[config.mk]
export PLATFORM = sky130hd
export DESIGN_NAME = slave_arbiter
export DESIGN_NICKNAME = d
export VERILOG_FILES = /design/src/rtl/arb_pkg.sv /design/src/rtl/arb_fixed_prio.sv /design/src/rtl/arb_round_robin.sv /design/src/rtl/arb_slot_timer.sv /design/src/rtl/slave_arbiter.sv
export SDC_FILE = /design/constraint.sdc
export NUM_CORES = 1
export LEC_CHECK = 0
export BUFFER_PORTS_ARGS = -buffer_cell sky130_fd_sc_hd__buf_2
export CORE_UTILIZATION = 45
export DETAILED_ROUTE_END_ITERATION = 6
export SLEW_MARGIN = 0
export SYNTH_ARGS = -nofsm -noshare
export SYNTH_HDL_FRONTEND = slang
export SYNTH_HIERARCHICAL = 1
export SYNTH_SLANG_ARGS = --single-unit
[constraint.sdc]
create_clock -name clk_i -period 22.7 [get_ports clk_i]
set_input_delay 2.27 -clock clk_i [delete_from_list [all_inputs] [get_ports clk_i]]
set_output_delay 2.27 -clock clk_i [all_outputs]
set_load 0.005 [all_outputs]
[src/rtl/arb_pkg.sv]
package arb_pkg;
  typedef enum logic {
    ARB_FIXED = 1'b0,
    ARB_RR    = 1'b1
  } arb_policy_e;

  typedef enum logic [1:0] {
    DFLT_NONE  = 2'd0,
    DFLT_LAST  = 2'd1,
    DFLT_FIXED = 2'd2,
    DFLT_RSVD  = 2'd3
  } dflt_mode_e;
endpackage

[src/rtl/arb_fixed_prio.sv]
module arb_fixed_prio #(
  parameter int N_MST  = 11,
  parameter int PRIO_W = 2,
  parameter int IDX_W  = 4
) (
  input  logic [N_MST-1:0]        cand_i,
  input  logic [N_MST*PRIO_W-1:0] prio_i,
  output logic [IDX_W-1:0]        win_o
);
  logic              found;
  logic [PRIO_W-1:0] best;

  always_comb begin
    found = 1'b0;
    best  = '0;
    win_o = '0;
    for (int i = 0; i < N_MST; i++) begin
      // strict compare keeps the lower index on ties
      if (cand_i[i] && (!found || prio_i[i*PRIO_W +: PRIO_W] > best)) begin
        found = 1'b1;
        best  = prio_i[i*PRIO_W +: PRIO_W];
        win_o = IDX_W'(i);
      end
    end
  end

  always_comb begin
    if (|cand_i) begin
      p_win_is_req_r3: assert (cand_i[win_o]);
    end
  end
endmodule

[src/rtl/arb_round_robin.sv]
module arb_round_robin #(
  parameter int N_MST = 11,
  parameter int IDX_W = 4
) (
  input  logic [N_MST-1:0] cand_i,
  input  logic [IDX_W-1:0] ptr_i,
  output logic [IDX_W-1:0] win_o
);
  logic found;
  int   idx;

  always_comb begin
    found = 1'b0;
    win_o = '0;
    idx   = 0;
    for (int k = 1; k <= N_MST; k++) begin
      idx = (int'(ptr_i) + k) % N_MST;
      if (!found && cand_i[idx]) begin
        found = 1'b1;
        win_o = IDX_W'(idx);
      end
    end
  end

  always_comb begin
    if (|cand_i) begin
      p_win_is_req_r4: assert (cand_i[win_o]);
    end
  end
endmodule

[src/rtl/arb_slot_timer.sv]
module arb_slot_timer #(
  parameter int SLOT_W = 8
) (
  input  logic              clk_i,
  input  logic              rst_ni,
  input  logic              start_i,
  input  logic              run_i,
  input  logic [SLOT_W-1:0] limit_i,
  output logic [SLOT_W-1:0] cnt_o,
  output logic              expire_o
);
  logic [SLOT_W-1:0] cnt_q, cnt_d;

  always_comb begin
    if (start_i)                     cnt_d = SLOT_W'(1);
    else if (run_i && cnt_q != '1)   cnt_d = cnt_q + SLOT_W'(1);
    else if (run_i)                  cnt_d = cnt_q;
    else                             cnt_d = '0;
  end

  always_ff @(posedge clk_i or negedge rst_ni) begin
    if (!rst_ni) cnt_q <= '0;
    else         cnt_q <= cnt_d;
  end

  assign cnt_o    = cnt_q;
  assign expire_o = (limit_i != '0) && (cnt_q >= limit_i);

  p_cnt_clear_r6: assert property (@(posedge clk_i) disable iff (!rst_ni)
    (!start_i && !run_i) |=> (cnt_q == '0));
endmodule

[src/rtl/slave_arbiter.sv]
module slave_arbiter
  import arb_pkg::*;
#(
  parameter int N_MST  = 11,
  parameter int PRIO_W = 2,
  parameter int SLOT_W = 8,
  localparam int IDX_W = (N_MST > 1) ? $clog2(N_MST) : 1
) (
  input  logic                    clk_i,
  input  logic                    rst_ni,
  input  logic [N_MST-1:0]        req_i,
  input  logic                    policy_i,
  input  logic [1:0]              dflt_mode_i,
  input  logic [IDX_W-1:0]        dflt_idx_i,
  input  logic [N_MST*PRIO_W-1:0] prio_i,
  input  logic [SLOT_W-1:0]       slot_limit_i,
  output logic [N_MST-1:0]        gnt_o,
  output logic [IDX_W-1:0]        owner_o,
  output logic                    owner_vld_o
);
  logic [IDX_W-1:0] owner_q, owner_d, last_q, last_d;
  logic             vld_q, vld_d, parked_q, parked_d, last_vld_q, last_vld_d;
  logic [N_MST-1:0] owner_oh, cand, others;
  logic [IDX_W-1:0] win_fp, win_rr, win;
  logic             real_own, expire, hold, excl, start, run;
  logic [SLOT_W-1:0] slot_cnt;
  arb_policy_e      policy;
  dflt_mode_e       dmode;

  assign policy   = arb_policy_e'(policy_i);
  assign dmode    = dflt_mode_e'(dflt_mode_i);
  assign owner_oh = vld_q ? (N_MST'(1) << owner_q) : '0;
  assign real_own = vld_q && !parked_q;
  assign others   = req_i & ~owner_oh;
  assign hold     = real_own && |(req_i & owner_oh) && !expire;
  assign excl     = real_own && expire && |others;
  assign cand     = excl ? others : req_i;

  arb_fixed_prio #(.N_MST(N_MST), .PRIO_W(PRIO_W), .IDX_W(IDX_W)) u_fp (
    .cand_i (cand),
    .prio_i (prio_i),
    .win_o  (win_fp)
  );

  arb_round_robin #(.N_MST(N_MST), .IDX_W(IDX_W)) u_rr (
    .cand_i (cand),
    .ptr_i  (last_q),
    .win_o  (win_rr)
  );

  assign win = (policy == ARB_RR) ? win_rr : win_fp;

  always_comb begin
    owner_d    = owner_q;
    vld_d      = vld_q;
    parked_d   = parked_q;
    last_d     = last_q;
    last_vld_d = last_vld_q;
    start      = 1'b0;
    run        = 1'b0;
    if (hold) begin
      run = 1'b1;
    end else if (|cand) begin
      owner_d    = win;
      vld_d      = 1'b1;
      parked_d   = 1'b0;
      last_d     = win;
      last_vld_d = 1'b1;
      start      = 1'b1;
    end else begin
      unique case (dmode)
        DFLT_LAST: begin
          owner_d  = last_q;
          vld_d    = last_vld_q;
          parked_d = last_vld_q;
        end
        DFLT_FIXED: begin
          owner_d  = dflt_idx_i;
          vld_d    = 1'b1;
          parked_d = 1'b1;
        end
        default: begin
          vld_d    = 1'b0;
          parked_d = 1'b0;
        end
      endcase
    end
  end

  always_ff @(posedge clk_i or negedge rst_ni) begin
    if (!rst_ni) begin
      owner_q    <= '0;
      vld_q      <= 1'b0;
      parked_q   <= 1'b0;
      last_q     <= IDX_W'(N_MST - 1);
      last_vld_q <= 1'b0;
    end else begin
      owner_q    <= owner_d;
      vld_q      <= vld_d;
      parked_q   <= parked_d;
      last_q     <= last_d;
      last_vld_q <= last_vld_d;
    end
  end

  arb_slot_timer #(.SLOT_W(SLOT_W)) u_slot (
    .clk_i    (clk_i),
    .rst_ni   (rst_ni),
    .start_i  (start),
    .run_i    (run),
    .limit_i  (slot_limit_i),
    .cnt_o    (slot_cnt),
    .expire_o (expire)
  );

  assign gnt_o       = owner_oh;
  assign owner_o     = owner_q;
  assign owner_vld_o = vld_q;

  p_onehot_gnt_r2: assert property (@(posedge clk_i) disable iff (!rst_ni)
    $onehot0(gnt_o));

  p_burst_kept_r5: assert property (@(posedge clk_i) disable iff (!rst_ni)
    (real_own && |(req_i & gnt_o) && slot_limit_i == '0)
      |=> (owner_vld_o && owner_o == $past(owner_o)));

  p_slot_break_r6: assert property (@(posedge clk_i) disable iff (!rst_ni)
    (real_own && slot_limit_i != '0 && slot_cnt >= slot_limit_i && |others)
      |=> (owner_o != $past(owner_o)));

  p_idle_none_r7: assert property (@(posedge clk_i) disable iff (!rst_ni)
    (req_i == '0 && (dmode == DFLT_NONE || dmode == DFLT_RSVD)) |=> !owner_vld_o);

  p_idle_fixed_r9: assert property (@(posedge clk_i) disable iff (!rst_ni)
    (req_i == '0 && dmode == DFLT_FIXED)
      |=> (owner_vld_o && owner_o == $past(dflt_idx_i)));
endmodule

# Word level (Yosys, flattened, before mapping)
# Index checks and enable logic that the tools add are counted.
[word_totals] memories=0 ram_bits=0 register_bits=19 mem_bits_ro=0 latch_bits=0 wordCells=224 output_inout_bits=16 in_bits=50
[classes] reduce_logical=66 muxes=98 eq_ne=4 n_div=11 bitwise_logic=4 mul=0 order_cmp=22 shift=1 add_sub_neg=12
[ops] op="less-than comparator 32 x 6 -> 1 bit, second input constant" count=11
[ops] op="remainder unit 32 x 5 -> 32 bit, second input constant" count=11
[ops] op="2-to-1 mux 4 bit" count=16
[ops] op="2-to-1 mux 1 bit" count=48
[ops] op="binary-select mux 1 bit (select 4 bit)" count=11
[ops] op="OR reduction 11 bit" count=3
[ops] op="logical AND 1 bit" count=27
[ops] op="2-to-1 mux 2 bit" count=12
[ops] op="2-to-1 mux 8 bit" count=3
[ops] op="AND 11 bit" count=2
[ops] op="logical NOT 1 bit" count=22
[ops] op="2-to-1 mux 11 bit" count=2
[ops] op="adder 4 x 3 -> 5 bit, second input constant" count=4
[ops] op="adder 4 x 4 -> 5 bit, second input constant" count=4
[ops] op="greater-than comparator 2 bit" count=10
[ops] op="2-to-1 mux 3 bit" count=4
[ops] op="inverter 11 bit" count=1
[ops] op="<< shifter 1 x 4 -> 11 bit, first input constant" count=1
[ops] op="adder 4 x 2 -> 5 bit, second input constant" count=2
[ops] op="logical OR 1 bit" count=10
[ops] op="adder 8 x 1 -> 8 bit, second input constant" count=1
[ops] op=">= comparator 8 bit" count=1
[ops] op="inequality test 8 bit, second input constant" count=1
[ops] op="one-hot mux 4 bit (2 select lines)" count=1
[ops] op="other kinds (9)" count=10

# Depth between registers and ports, before layout
# Gate-level depths: netlist of the first run.
[depth] ltp_word=50 ltp_mapped=83

# By module
# The synthesis of the first run kept the hierarchy.
[by_module_without_submodules] mod="arb_round_robin" area_per_inst_um2=6555.0 n_inst=1 cells_per_inst=950
[by_module_without_submodules] mod="slave_arbiter" area_per_inst_um2=1062.3 n_inst=1 cells_per_inst=138
[by_module_without_submodules] mod="arb_fixed_prio" area_per_inst_um2=1006.0 n_inst=1 cells_per_inst=156
[by_module_without_submodules] mod="arb_slot_timer" area_per_inst_um2=641.9 n_inst=1 cells_per_inst=74

# Least setup slack after synthesis of the first run
# Ideal clock, no wire load.
[synth_timing] path_type="input to register" startpoint="in slot_limit_i[3]" endpoint="reg owner_q[0], in the netlist owner_o[0]" n_path_buf=1 t_required_ns=22.560 cell_stages=76 slack_ns=7.817 t_arrival_ns=14.744 cell_sequence="inv_1 -> ha_1 -> o21ai_0 -> a221o_1 -> a31oi_1 -> nand3b_1 -> clkbuf_1 -> o41ai_1 -> inv_1 -> nand2_1 -> ha_1 -> and3_1 -> a211oi_1 -> o2bb2ai_1 -> ha_1 -> o21bai_1 -> o211ai_1 -> a211o_1 -> [... 40 more ...] -> o2111ai_4 -> mux2i_1 -> ha_1 -> nor2b_1 -> o21ai_0 -> nand2_1 -> nand2_1 -> mux2_2 -> ha_1 -> a21oi_1 -> a21oi_1 -> o21ai_1 -> nor2b_1 -> a31oi_1 -> o21ai_0 -> nor2b_1 -> a211oi_1 -> a211oi_1"
[synth_between] elab_chain_len=48
[synth_lines] element="start, declared" line_no="slave_arbiter.sv:16" text="input logic [SLOT_W-1:0] slot_limit_i,"
[synth_lines] element=">= comparator 8 bit or nonzero test 8 bit (tied branches)" line_no="arb_slot_timer.sv:27" text="assign expire_o = (limit_i != '0) && (cnt_q >= limit_i);"
[synth_lines] element="logical AND 1 bit (*)" line_no="arb_slot_timer.sv:27"
[synth_lines] element="named net expire" line_no="slave_arbiter.sv:25" text="logic real_own, expire, hold, excl, start, run;"
[synth_lines] element="logical AND 1 bit (*) (2 in a row)" line_no="slave_arbiter.sv:36" text="assign excl = real_own && expire && |others;"
[synth_lines] element="2-to-1 mux 11 bit (*)" line_no="slave_arbiter.sv:37" text="assign cand = excl ? others : req_i;"
[synth_lines] element="named net cand[0]" line_no="slave_arbiter.sv:23" text="logic [N_MST-1:0] owner_oh, cand, others;"
[synth_lines] element="2-to-1 mux 2 bit or 2-to-1 mux 1 bit (tied branches)" line_no="arb_fixed_prio.sv:19" text="if (cand_i[i] && (!found || prio_i[i*PRIO_W +: PRIO_W] > best)) begin"
[synth_lines] element="greater-than comparator 2 bit or logical NOT 1 bit (tied branches)" line_no="arb_fixed_prio.sv:19"
[synth_lines] element="[... 34 more ...]"
[synth_lines] element="2-to-1 mux 2 bit or 2-to-1 mux 1 bit (tied branches)" line_no="arb_fixed_prio.sv:19"
[synth_lines] element="greater-than comparator 2 bit or logical NOT 1 bit (tied branches)" line_no="arb_fixed_prio.sv:19"
[synth_lines] element="logical OR 1 bit" line_no="arb_fixed_prio.sv:19"
[synth_lines] element="logical AND 1 bit" line_no="arb_fixed_prio.sv:19"
[synth_lines] element="2-to-1 mux 4 bit (*)" line_no="arb_fixed_prio.sv:19"
[synth_lines] element="named net win_fp[0]" line_no="slave_arbiter.sv:24" text="logic [IDX_W-1:0] win_fp, win_rr, win;"
[synth_lines] element="2-to-1 mux 4 bit (*)" line_no="slave_arbiter.sv:51" text="assign win = (policy == ARB_RR) ? win_rr : win_fp;"
[synth_lines] element="2-to-1 mux 4 bit (*)" line_no="slave_arbiter.sv:63" text="end else if (|cand) begin"
[synth_lines] element="end signal, assigned" line_no="slave_arbiter.sv:98" text="owner_q <= owner_d;"
[synth_lines] element="end, declared" line_no="slave_arbiter.sv:21" text="logic [IDX_W-1:0] owner_q, owner_d, last_q, last_d;"
# The timed path passes the listed nets; every way through them passes the cells marked *. The select of a mux whose other input is x is not followed.
# A chain may end at the register's enable or synchronous reset.

# Worst setup path after layout of the first run
[layout_timing] startpoint="in slot_limit_i[2]" endpoint="reg owner_q[0], in the netlist owner_o[0]"
# The elaborated chain is that of the path after synthesis.

==> summary.md, run 1 <==
| Metric | Value |
|---|---|
| Vias per cell | 6.54 |
| Register area | roughly 480 um2 |
| Number of synthesized flops with an enable pin | 0 |
| Final Max Slew Viols | 0 |
| Synth Area in XOR/XNOR | 2.70% |
| Syn Inst Count | approximately 1300 |
| Antenna Nets Post-Route | 0 |
| Cell variety after synth | roughly 130 |
| Largest net degree at the start of global routing | 48 |
| TritonCTS clock tree | done |
| Drt total wl | 30.7 mm |
| Syn Nets | between 1000 and 1500 |
| Seq cells post-synth | 19 |
| Critical-path top delay cell | o41ai_1 |
| WL/cell | between 15 and 20 um |
| Placer Congestion | 0.971 |
| Post-synth top area cell | ha_1 |
| Clk_skew | about 0.0021 ns |
| Nets | roughly 1500 |
| CP peak stage delay | 0.46 ns |
| Top cells by area, synth | ha_1, mux2i_1, nand2_1 |
| Post-Syn Area | 9270 um2 |
| Initial antenna violation count | 0 |
| Sequential area share after synthesis | roughly 5.2% |
| Crit-path max FO | 22 |
| Initial Util | 45.8% |
| Tmin final | 16.66 ns |
| Max-Cap Viols | 0 |
| Clock Tree Buf Depth | 2 |
| DRC viols | 0 |
| Hold WC Path Type | reg -> reg |
| Post-Synth Adder-Cell Area | under 10% |
| Core Area | 20200 um2 |
| Clock sink count | 19 |
| Share of layout cells above drive strength 1 | 13.8% |
| Most common cell after layout, fill and taps aside | nand2_1 |
| Finished layout cell area | 9820 um2 |
| CTS hold repair buffers | 0 |
| Least-Margin Pin Slew | ~0.93 ns |
| # IOs | 66 |
| Hold Vio Cnt, Final | 0 |
| Area occupied by multi-input gates | 8050 um2 |
| GRT overflow | 0 |
| Vias in the first global route | 9345 |
| Simple-gate area share of the yosys netlist | between 20% and 30% |
| Area Overhead vs Synth | 5.97% |
| Crit path DAT | 16.77 ns |
| Root buffer selected by CTS | clkbuf_16 |
| CTS HTree Levels | 1 |
| IO Port Bufs | 65 |
| Clk slew on worst S/H paths | 0.05 ns |
| DP Wirelength | approximately 23 mm |
| First-pass GRT wire length | 49.2 mm |
| Synth warnings | 6 |
| Top FF cell, synth | dfrtp_1 |
| Initial DRC count | slightly above 1000 |
| RSZ-0062 raised after global routing | no |
| Vias | 10500 |
| Crit Path Class | in -> reg |
| Crit end category | register |
| Die X | 145 um |
| Nature of the critical path startpoint | primary input |
| Synth top area share | under 10% |
| WP data required | 22.81 ns |
| Most frequent cells in the layout | nand2_1, nor2_1, inv_1, o21ai_0, a21oi_1 |
| Period Utilization, post-route | 73.4% |
| Placed Area | 9740 um2 |
| Cell mode on critical path | ha_1 |
| Inst Count DP | 1602 |
| Fmax | ~60 MHz |
| ANT cells | 0 |
| Syn Area/Cell | 7.03 um2 |
| Main combinational cell family by area after synthesis | compound AO/OA/AOI/OAI gates |
| Worst-Skew Late Latency | 0.25 ns |
| Cts bufs inserted | 3 |
| # setup viols final | 0 |
| Total Routing Usage GR | approximately 28% |
| Pre-antenna DRT Iters | 7 |
| Status | completed |
| CTS resizes | 0 |
| Setup TNS | 0 ns |
| # rows | 52 |
| Number of post-CTS setup repair buffers | 0 |
| Multiplexer area fraction after synthesis | 10.9% |
| Fill count | 2076 |
| Die Height | 145 um |
| Compound-Gate Fraction of Synth Area | approximately two fifths |
| Relative slew slack | 37.8% |
| Post-synth ARST share | 100% |
| Finished Layout Cells | 1606 |
| Die area | approximately 21000 um2 |
## per-stage QoR
step / utilization [%] / hold WS (ns) / setup slack, ns
4_1_cts: 48.5 / 0.471 / 6.20
2_1_floorplan: - / 0.435 / 7.82
3_5_place_dp: 48.1 / 0.454 / 6.00
3_3_place_gp: 48.1 / 0.454 / 6.43
6_report: 48.5 / 0.471 / 6.04
5_1_grt: 48.5 / 0.483 / 4.76
## worst paths after layout
| check | startpoint | cells past startpoint | endpoint | slack (ns) |
|---|---|---|---|---|
| max | slot_limit_i[2] | 77 | owner_o[0]$_DFFE_PN0P_ | 6.04 |
| max reg2reg | owner_o[2]$_DFFE_PN0P_ | 74 | owner_o[0]$_DFFE_PN0P_ | 7.34 |
| min reg2reg | last_vld_q$_DFFE_PN0P_ | 1 | last_vld_q$_DFFE_PN0P_ | 0.47 |
| max in group asynchronous | rst_ni | 1 | last_q[3]$_DFFE_PN1P_ | 20.41 |
| min | last_vld_q$_DFFE_PN0P_ | 1 | last_vld_q$_DFFE_PN0P_ | 0.47 |
| min in group asynchronous | rst_ni | 1 | u_slot/cnt_o[0]$_DFFE_PN0P_ | 1.96 |
## kinds of logic after synthesis
kind of cell    count (synthesis)
compound gates                479
xor+xnor                       26
fa+ha+maj                      67
buf+inv                       177
flops                          19
mux                            89
simple gates                  461
## cell usage after synthesis (8+ instances only)
cell type / n
nand2_1: 123
nor2_1: 106
inv_1: 99
o21ai_0: 82
a21oi_1: 70
ha_1: 66
mux2i_1: 57
nand3_1: 44
a211oi_1: 34
clkbuf_1: 30
buf_2: 26
nand2b_1: 26
nor3_1: 23
o211ai_1: 23
a21o_1: 22
nor2b_1: 22
mux2_2: 20
o21ai_1: 18
xnor2_1: 18
and3_1: 17
dfrtp_1: 17
a31oi_1: 15
o21a_1: 12
a211o_1: 11
nand3b_1: 11
and2_1: 10
nand4_1: 10
nor4_1: 10
o22ai_1: 10
o31a_1: 10
o41ai_1: 10
a2111oi_0: 9
o221ai_1: 9
o31ai_1: 9
buf_4: 8
o311a_1: 8
or4_1: 8
## worst max-delay path: cells and delay by family
kind                     cells  cell delay [ns]
AO/OA/AOI/OAI               34             6.20
multiplexers                 2             0.60
buffers and inverters        6             0.56
AND/OR/NAND/NOR             23             3.85
adder cells (fa/ha/maj)     12             3.27
## layer usage
metal | track usage, % | wire length (um) | up-vias | part of all wire (%)
li1 | - | - | 5052 | -
met1 | 40.3 | 14100 | 4983 | 46
met2 | 45.3 | 14000 | 432 | 46
met3 | 2.10 | 2170 | 34 | 7.0
met4 | 5.16 | 450 | 0 | 1.5
met5 | 0 | 0 | - | 0
## sequential cells by signal, indices dropped and copies added, names as in the netlist
register / flops
owner_vld_o: 1
owner_o: 4
last_q: 4
parked_q: 1
last_vld_q: 1
u_slot/cnt_o: 8
## area by class of cell
type	instances	area share (%)
clock buffers	4	0.803
inverters	107	4.09
multi-input cells	1122	82.0
flip-flops and latches	19	4.88
well taps	270	3.44
repair buffers	84	4.77
Power of run 1 is not shown: default switching activity piles up to over one toggle a cycle in this logic, so the estimate is an artifact.
==> inputs of run 2 (changes only) <==
==> constraint.sdc (replaced) <==
create_clock -name clk_i -period 13.56 [get_ports clk_i]
set_input_delay 1.356 -clock clk_i [delete_from_list [all_inputs] [get_ports clk_i]]
set_output_delay 1.356 -clock clk_i [all_outputs]
set_load 0.005 [all_outputs]
==> summary.md, run 2 (same netlist as run 1, synthesis figures left out) <==
| Metric | Value |
|---|---|
| Status | complete, but fails checks |
| Failing checks | setup timing |
| IO Port Bufs | 65 (unchanged) |
| CTS hold repair buffers | 0 (unchanged) |
| Nets | 1516 (+4.3%) |
| Crit-path max FO | 5 (-77%) |
| Worst-Skew Late Latency | 0.25 ns (about the same) |
| Crit path DAT | 13.81 ns (-2.96 ns) |
| PnR worst setup slack | -0.0815 ns (-6.12 ns) |
| # IOs | 66 (unchanged) |
| Fill count | 1962 (-5.5%) |
| Share of layout cells above drive strength 1 | 23.5% (+9.7 points) |
| CTS HTree Levels | 1 (unchanged) |
| CP peak stage delay | 0.42 ns (-0.04 ns) |
| Max FFs per register | 8 (unchanged) |
| Die area | 21200 um2 (unchanged) |
| Core Area | 20200 um2 (unchanged) |
| WL/cell | 19.4 um (+1.4%) |
| Crit Path Class | in -> reg |
| RSZ-0062 raised after global routing | yes |
| Clock Tree Buf Depth | 2 (unchanged) |
| Vias in the first global route | 9827 (+5.2%) |
| Most common cell after layout, fill and taps aside | nand2_1 |
| WP data required | 13.72 ns (-9.09 ns) |
| Largest net degree at the start of global routing | 52 (+8.3%) |
| Relative slew slack | 41.7% (+4.0 points) |
| First-pass GRT wire length | 51.0 mm (+3.5%) |
| Clock sink count | 19 (unchanged) |
| Most frequent cells in the layout | nand2_1, nor2_1, inv_1, buf_4, o21ai_0 |
| # rows | 52 (unchanged) |
| Drt total wl | 32.4 mm (+5.4%) |
| # setup viols final | 5 (+5) |
| Initial DRC count | 813 (-21%) |
| Total Routing Usage GR | 28.8% (+0.98 points) |
| Source of the critical timing path | slot_limit_i[3] |
| ANT cells | 0 (unchanged) |
| Hold WC Path Type | reg -> reg |
| Register area | 479 um2 (unchanged) |
| Tmin final | 13.64 ns |
| Hold Vio Cnt, Final | 0 (unchanged) |
| Util after Layout | 53.9% (+5.4 points) |
| Root buffer selected by CTS | clkbuf_16 |
| Initial Util | 45.8% (unchanged) |
| Crit end category | register |
| Period Utilization, post-route | 101% |
| Final Max Slew Viols | 0 (unchanged) |
| TritonCTS clock tree | done |
| Die Height | 145 um (unchanged) |
| Antenna Nets Post-Route | 0 (unchanged) |
| Max-Cap Viols | 0 (unchanged) |
| DP Wirelength | 23.8 mm (+2.5%) |
| DRC viols | 0 (unchanged) |
| Initial antenna violation count | 0 (unchanged) |
| Clk_skew | 0.00151 ns (-0.000593 ns) |
| Dpl ws | -0.681 ns (-6.68 ns) |
| Placer Congestion | 0.991 (+2.0%) |
| Area occupied by multi-input gates | 8590 um2 (+6.7%) |
| Vias per cell | 6.45 (-1.3%) |
| Critical-path top delay cell | o41ai_4 |
| Hold_sp | last_vld_q$_DFFE_PN0P_ |
| Cell mode on critical path | ha_4 |
| Area Overhead vs Synth | 17.7% |
| Die X | 145 um (unchanged) |
| Reg-to-reg startpoint | owner_o[2]$_DFFE_PN0P_ |
| Vias | 10800 (+2.6%) |
| Nature of the critical path startpoint | primary input |
| Clk slew on worst S/H paths | 0.05 ns (about the same) |
| GRT overflow | 0 (unchanged) |
| Least-Margin Pin Slew | 0.871 ns (-0.0556 ns) |
| Pre-antenna DRT Iters | 5 (-2) |
| Cts bufs inserted | 3 (unchanged) |
| Fmax | 73.3 MHz |
==> run 2: through the flow <==
stage	hold WS (ns)	setup TNS (ns)	instances	cell area, um2
after detailed placement	0.459	-4.91	1643	10100
after CTS	0.471	-0.159	1652	10200
final	0.460	-0.289	1669	10900
after global routing	0.476	-5.43	1669	10900
after global placement	0.456	-1.18	1643	10100
after floorplan	0.435	0	1318	9320
==> run 2: final timing paths <==
check	slack [ns]	cells past startpoint	to
worst min-delay path	0.46	1	last_vld_q$_DFFE_PN0P_
max in group asynchronous	12.19	1	last_q[1]$_DFFE_PN1P_
worst max-delay path	-0.08	77	owner_o[2]$_DFFE_PN0P_
worst min register to register	0.46	1	last_vld_q$_DFFE_PN0P_
min in group asynchronous	1.04	1	owner_vld_o$_DFFE_PN0N_
worst max register to register	0.56	74	owner_o[2]$_DFFE_PN0P_
==> run 2: worst max-delay path: cells and delay by family <==
| kind | cells | cell delay [ns] |
|---|---|---|
| mux | 2 | 0.52 |
| compound gates | 31 | 5.22 |
| fa+ha+maj | 12 | 3.22 |
| buf+inv | 9 | 0.79 |
| simple gates | 23 | 2.69 |
==> run 2: metal layers <==
layer	global-route usage, %	up-vias	routed length, um	share of wire, %
met3	1.50	64	2020	6.2
met5	0	-	0	0
met2	48.0	431	15000	46
met4	8.58	0	875	2.7
met1	40.2	5089	14500	45
li1	-	5185	-	-
==> run 2: cell type report <==
type                    count  area share (%)
multi-input cells        1122            78.8
repair buffers            147            9.20
flip-flops and latches     19            4.40
inverters                 107            3.73
well taps                 270            3.10
clock buffers               3           0.689
clock inverters             1          0.0459
==> run 2: what timing repair did <==
item	4_1_cts	5_1_grt
pin swaps	9	74
gates resized for setup	7	106
setup endpoints to repair	8	8
setup buffers	5	18
Power of run 2 is left out for the same reason.
==> inputs of run 3 (changes only) <==
--- a/config.mk
+++ b/config.mk
@@ -5,9 +5,11 @@
 export SDC_FILE = /design/constraint.sdc
 export NUM_CORES = 1
 export LEC_CHECK = 0
+export ABC_AREA = 1
 export BUFFER_PORTS_ARGS = -buffer_cell sky130_fd_sc_hd__buf_2
 export CORE_UTILIZATION = 45
 export DETAILED_ROUTE_END_ITERATION = 6
+export PLACE_DENSITY = 0.66
 export SLEW_MARGIN = 0
 export SYNTH_ARGS = -nofsm -noshare
 export SYNTH_HDL_FRONTEND = slang
==> summary.md, run 3 <==
| Metric | Value |
|---|---|
| Syn Nets | 1400 (-2.4%) |
| Number of synthesized flops with an enable pin | 0 (unchanged) |
| Syn Area/Cell | 5.74 um2 (-18%) |
| Syn Inst Count | 1284 (-2.6%) |
| Least-Margin Pin Slew | 0.878 ns (+0.00690 ns) |
| Vias | 8283 (-23%) |
| Sequential area share after synthesis | 6.48% (+1.3 points) |
| GRT overflow | 0 (unchanged) |
| Cell mode on critical path | nand2_1 |
| First-pass GRT wire length | 34.6 mm (-32%) |
| Drt total wl | 21.4 mm (-34%) |
| Synth top area share | 17.4% (+8.4 points) |
| Reg2reg end | owner_o[2]$_DFFE_PN0P_ |
| Top cells by area, synth | nand2_1, nand3_1, ha_1 |
| Reg-to-reg startpoint | u_slot/cnt_o[7]$_DFFE_PN0P_ |
| Final Max Slew Viols | 0 (unchanged) |
| Clk_skew | 0.00305 ns (+0.00154 ns) |
| WP data required | 13.75 ns (+0.03 ns) |
| Initial antenna violation count | 0 (unchanged) |
| Placer Congestion | 0.961 (-3.0%) |
| Clock Tree Buf Depth | 2 (unchanged) |
| CP delay by family, top | simple AND/OR/NAND/NOR gates |
| Total Routing Usage GR | 25.3% (-3.5 points) |
| Hold Vio Cnt, Final | 0 (unchanged) |
| Relative slew slack | 41.3% (-0.46 points) |
| Dpl ws | -0.184 ns (+0.498 ns) |
| Root buffer selected by CTS | clkbuf_16 |
| Crit Path Class | in -> reg |
| Post-Syn Area | 7370 um2 (-20%) |
| CTS HTree Levels | 1 (unchanged) |
| Worst-Skew Late Latency | 0.25 ns (about the same) |
| Area Overhead vs Synth | 10.1% |
| Crit path DAT | 12.87 ns (-0.94 ns) |
| Hold WC Path Type | reg -> reg |
| Reg-to-reg setup timing slack | 1.61 ns (+1.05 ns) |
| # rows | 46 (-12%) |
| Top FF cell, synth | dfrtp_1 |
| Setup crit end | owner_o[2]$_DFFE_PN0P_ |
| Pre-antenna DRT Iters | 5 (unchanged) |
| Crit-path max FO | 5 (unchanged) |
| CP peak stage delay | 0.34 ns (-0.08 ns) |
| DRC viols | 0 (unchanged) |
| TritonCTS clock tree | done |
| CTS hold repair buffers | 0 (unchanged) |
| Die Height | 130 um (-11%) |
| Nets | 1465 (-3.4%) |
| Vias per cell | 5.30 (-18%) |
| Top cells by count, synth | nand2_1, inv_1, nand3_1 |
| Fmax | 78.9 MHz (+7.6%) |
| Buf+Inv Stages, Crit Path | 11 (+2) |
| DP Wirelength | 17.2 mm (-28%) |
| Core Area | 15900 um2 (-21%) |
| Clock sink count | 19 (unchanged) |
| Most common cell after layout, fill and taps aside | nand2_1 |
| # IOs | 66 (unchanged) |
| Max-Cap Viols | 0 (unchanged) |
| Nature of the critical path startpoint | primary input |
| Initial DRC count | 611 (-25%) |
| Cell variety after synth | 58 (-54%) |
| Die area | 16900 um2 (-20%) |
| Seq cells post-synth | 19 (unchanged) |
| Critical-path top delay cell | ha_1 |
| Cts bufs inserted | 3 (unchanged) |
| ANT cells | 0 (unchanged) |
| IO Port Bufs | 65 (unchanged) |
| # setup viols final | 0 (-5) |
| Share of layout cells above drive strength 1 | 19.7% (-3.9 points) |
| Most frequent cells in the layout | nand2_1, inv_1, nand3_1, nor2_1, buf_2 |
| Source of the critical timing path | slot_limit_i[7] |
| Tmin final | 12.68 ns (-0.963 ns) |
| WP depth | 96 (+25%) |
| Clk slew on worst S/H paths | 0.06 ns (about the same) |
| WL/cell | 13.7 um (-29%) |
| Top-count cell post-synth | nand2_1 |
| Post-synth ARST share | 100% (unchanged) |
| Antenna Nets Post-Route | 0 (unchanged) |
| Max FFs per register | 8 (unchanged) |
| Post-synth top area cell | nand2_1 |
| Vias in the first global route | 7360 (-25%) |
| Die X | 130 um (-11%) |
| Initial Util | 46.3% (+0.47 points) |
| PnR worst setup slack | 0.881 ns (+0.963 ns) |
| Period Utilization, post-route | 93.5% (-7.1 points) |
| Status | completed |
| Largest net degree at the start of global routing | 40 (-23%) |
| Synth warnings | 6 (unchanged) |
| Crit end category | register |
| R2R depth | 94 (+27%) |
run 3: worst reg2reg max path: cells and delay by family, from the launching register on:
kind                       cells  cell delay, ns
buffers and inverters          9            0.53
and+or+nand+nor               59            6.14
adders and majority gates     11            3.01
DFF                            1            0.46
AOI/OAI and AO/OA             15            1.79
run 3: layer usage:
layer | track usage, % | routed length [um]
met1 | 33.7 | 9760
met2 | 42.8 | 9710
met3 | 3.49 | 1430
met4 | 6.63 | 512
met5 | 0 | 0
run 3: logic make-up (layout without fill, tap and decap cells):
kind of cell / count (synthesis) / in the layout / share of synthesized area, %
compound gates: 191 / 191 / 15.8
xor+xnor: 34 / 34 / 4.65
fa+ha+maj: 66 / 66 / 11.2
buf+inv: 227 / 291 / 12.7
flops: 19 / 19 / 6.48
mux: 4 / 4 / 0.611
simple gates: 743 / 743 / 48.6
run 3: how the worst min path moves through the flow:
| stage | start | endpoint | slack (ns) | cells after the start |
|---|---|---|---|---|
| 2_1_floorplan | last_vld_q$_DFFE_PN0P_ | last_vld_q$_DFFE_PN0P_ | 0.43 | 1 |
| 3_3_place_gp | last_vld_q$_DFFE_PN0P_ | last_vld_q$_DFFE_PN0P_ | 0.45 | 1 |
| 3_5_place_dp | last_vld_q$_DFFE_PN0P_ | last_vld_q$_DFFE_PN0P_ | 0.47 | 1 |
| 4_1_cts | last_vld_q$_DFFE_PN0P_ | last_vld_q$_DFFE_PN0P_ | 0.49 | 1 |
| 5_1_grt | last_vld_q$_DFFE_PN0P_ | last_vld_q$_DFFE_PN0P_ | 0.50 | 1 |
| 6_report | last_vld_q$_DFFE_PN0P_ | last_vld_q$_DFFE_PN0P_ | 0.49 | 1 |
run 3: timing repair:
item	4_1_cts	5_1_grt
gates resized for setup	0	40
buffers inserted	0	4
endpoints found under the setup margin	0	8
run 3: final cells by class:
type                       count  area (um2)
clock buffer                   4        78.8
sequential                    19         478
inverter                     213         807
timing repair buffer          74         393
fill                        1717        7830
tap                          216         270
multi-input combinational   1038        6090
run 3: per-stage QoR:
stage          hold WS, ns  util (%)  area, um2  setup TNS, ns  cells
2_1_floorplan        0.434         -       7370              0   1284
3_3_place_gp         0.454      49.4       7880              0   1556
6_report             0.489      50.9       8120              0   1564
4_1_cts              0.486      49.9       7960              0   1560
5_1_grt              0.499      50.9       8120         -0.184   1564
3_5_place_dp         0.468      49.4       7880         -0.753   1556
Power of run 3 is left out for the same reason.
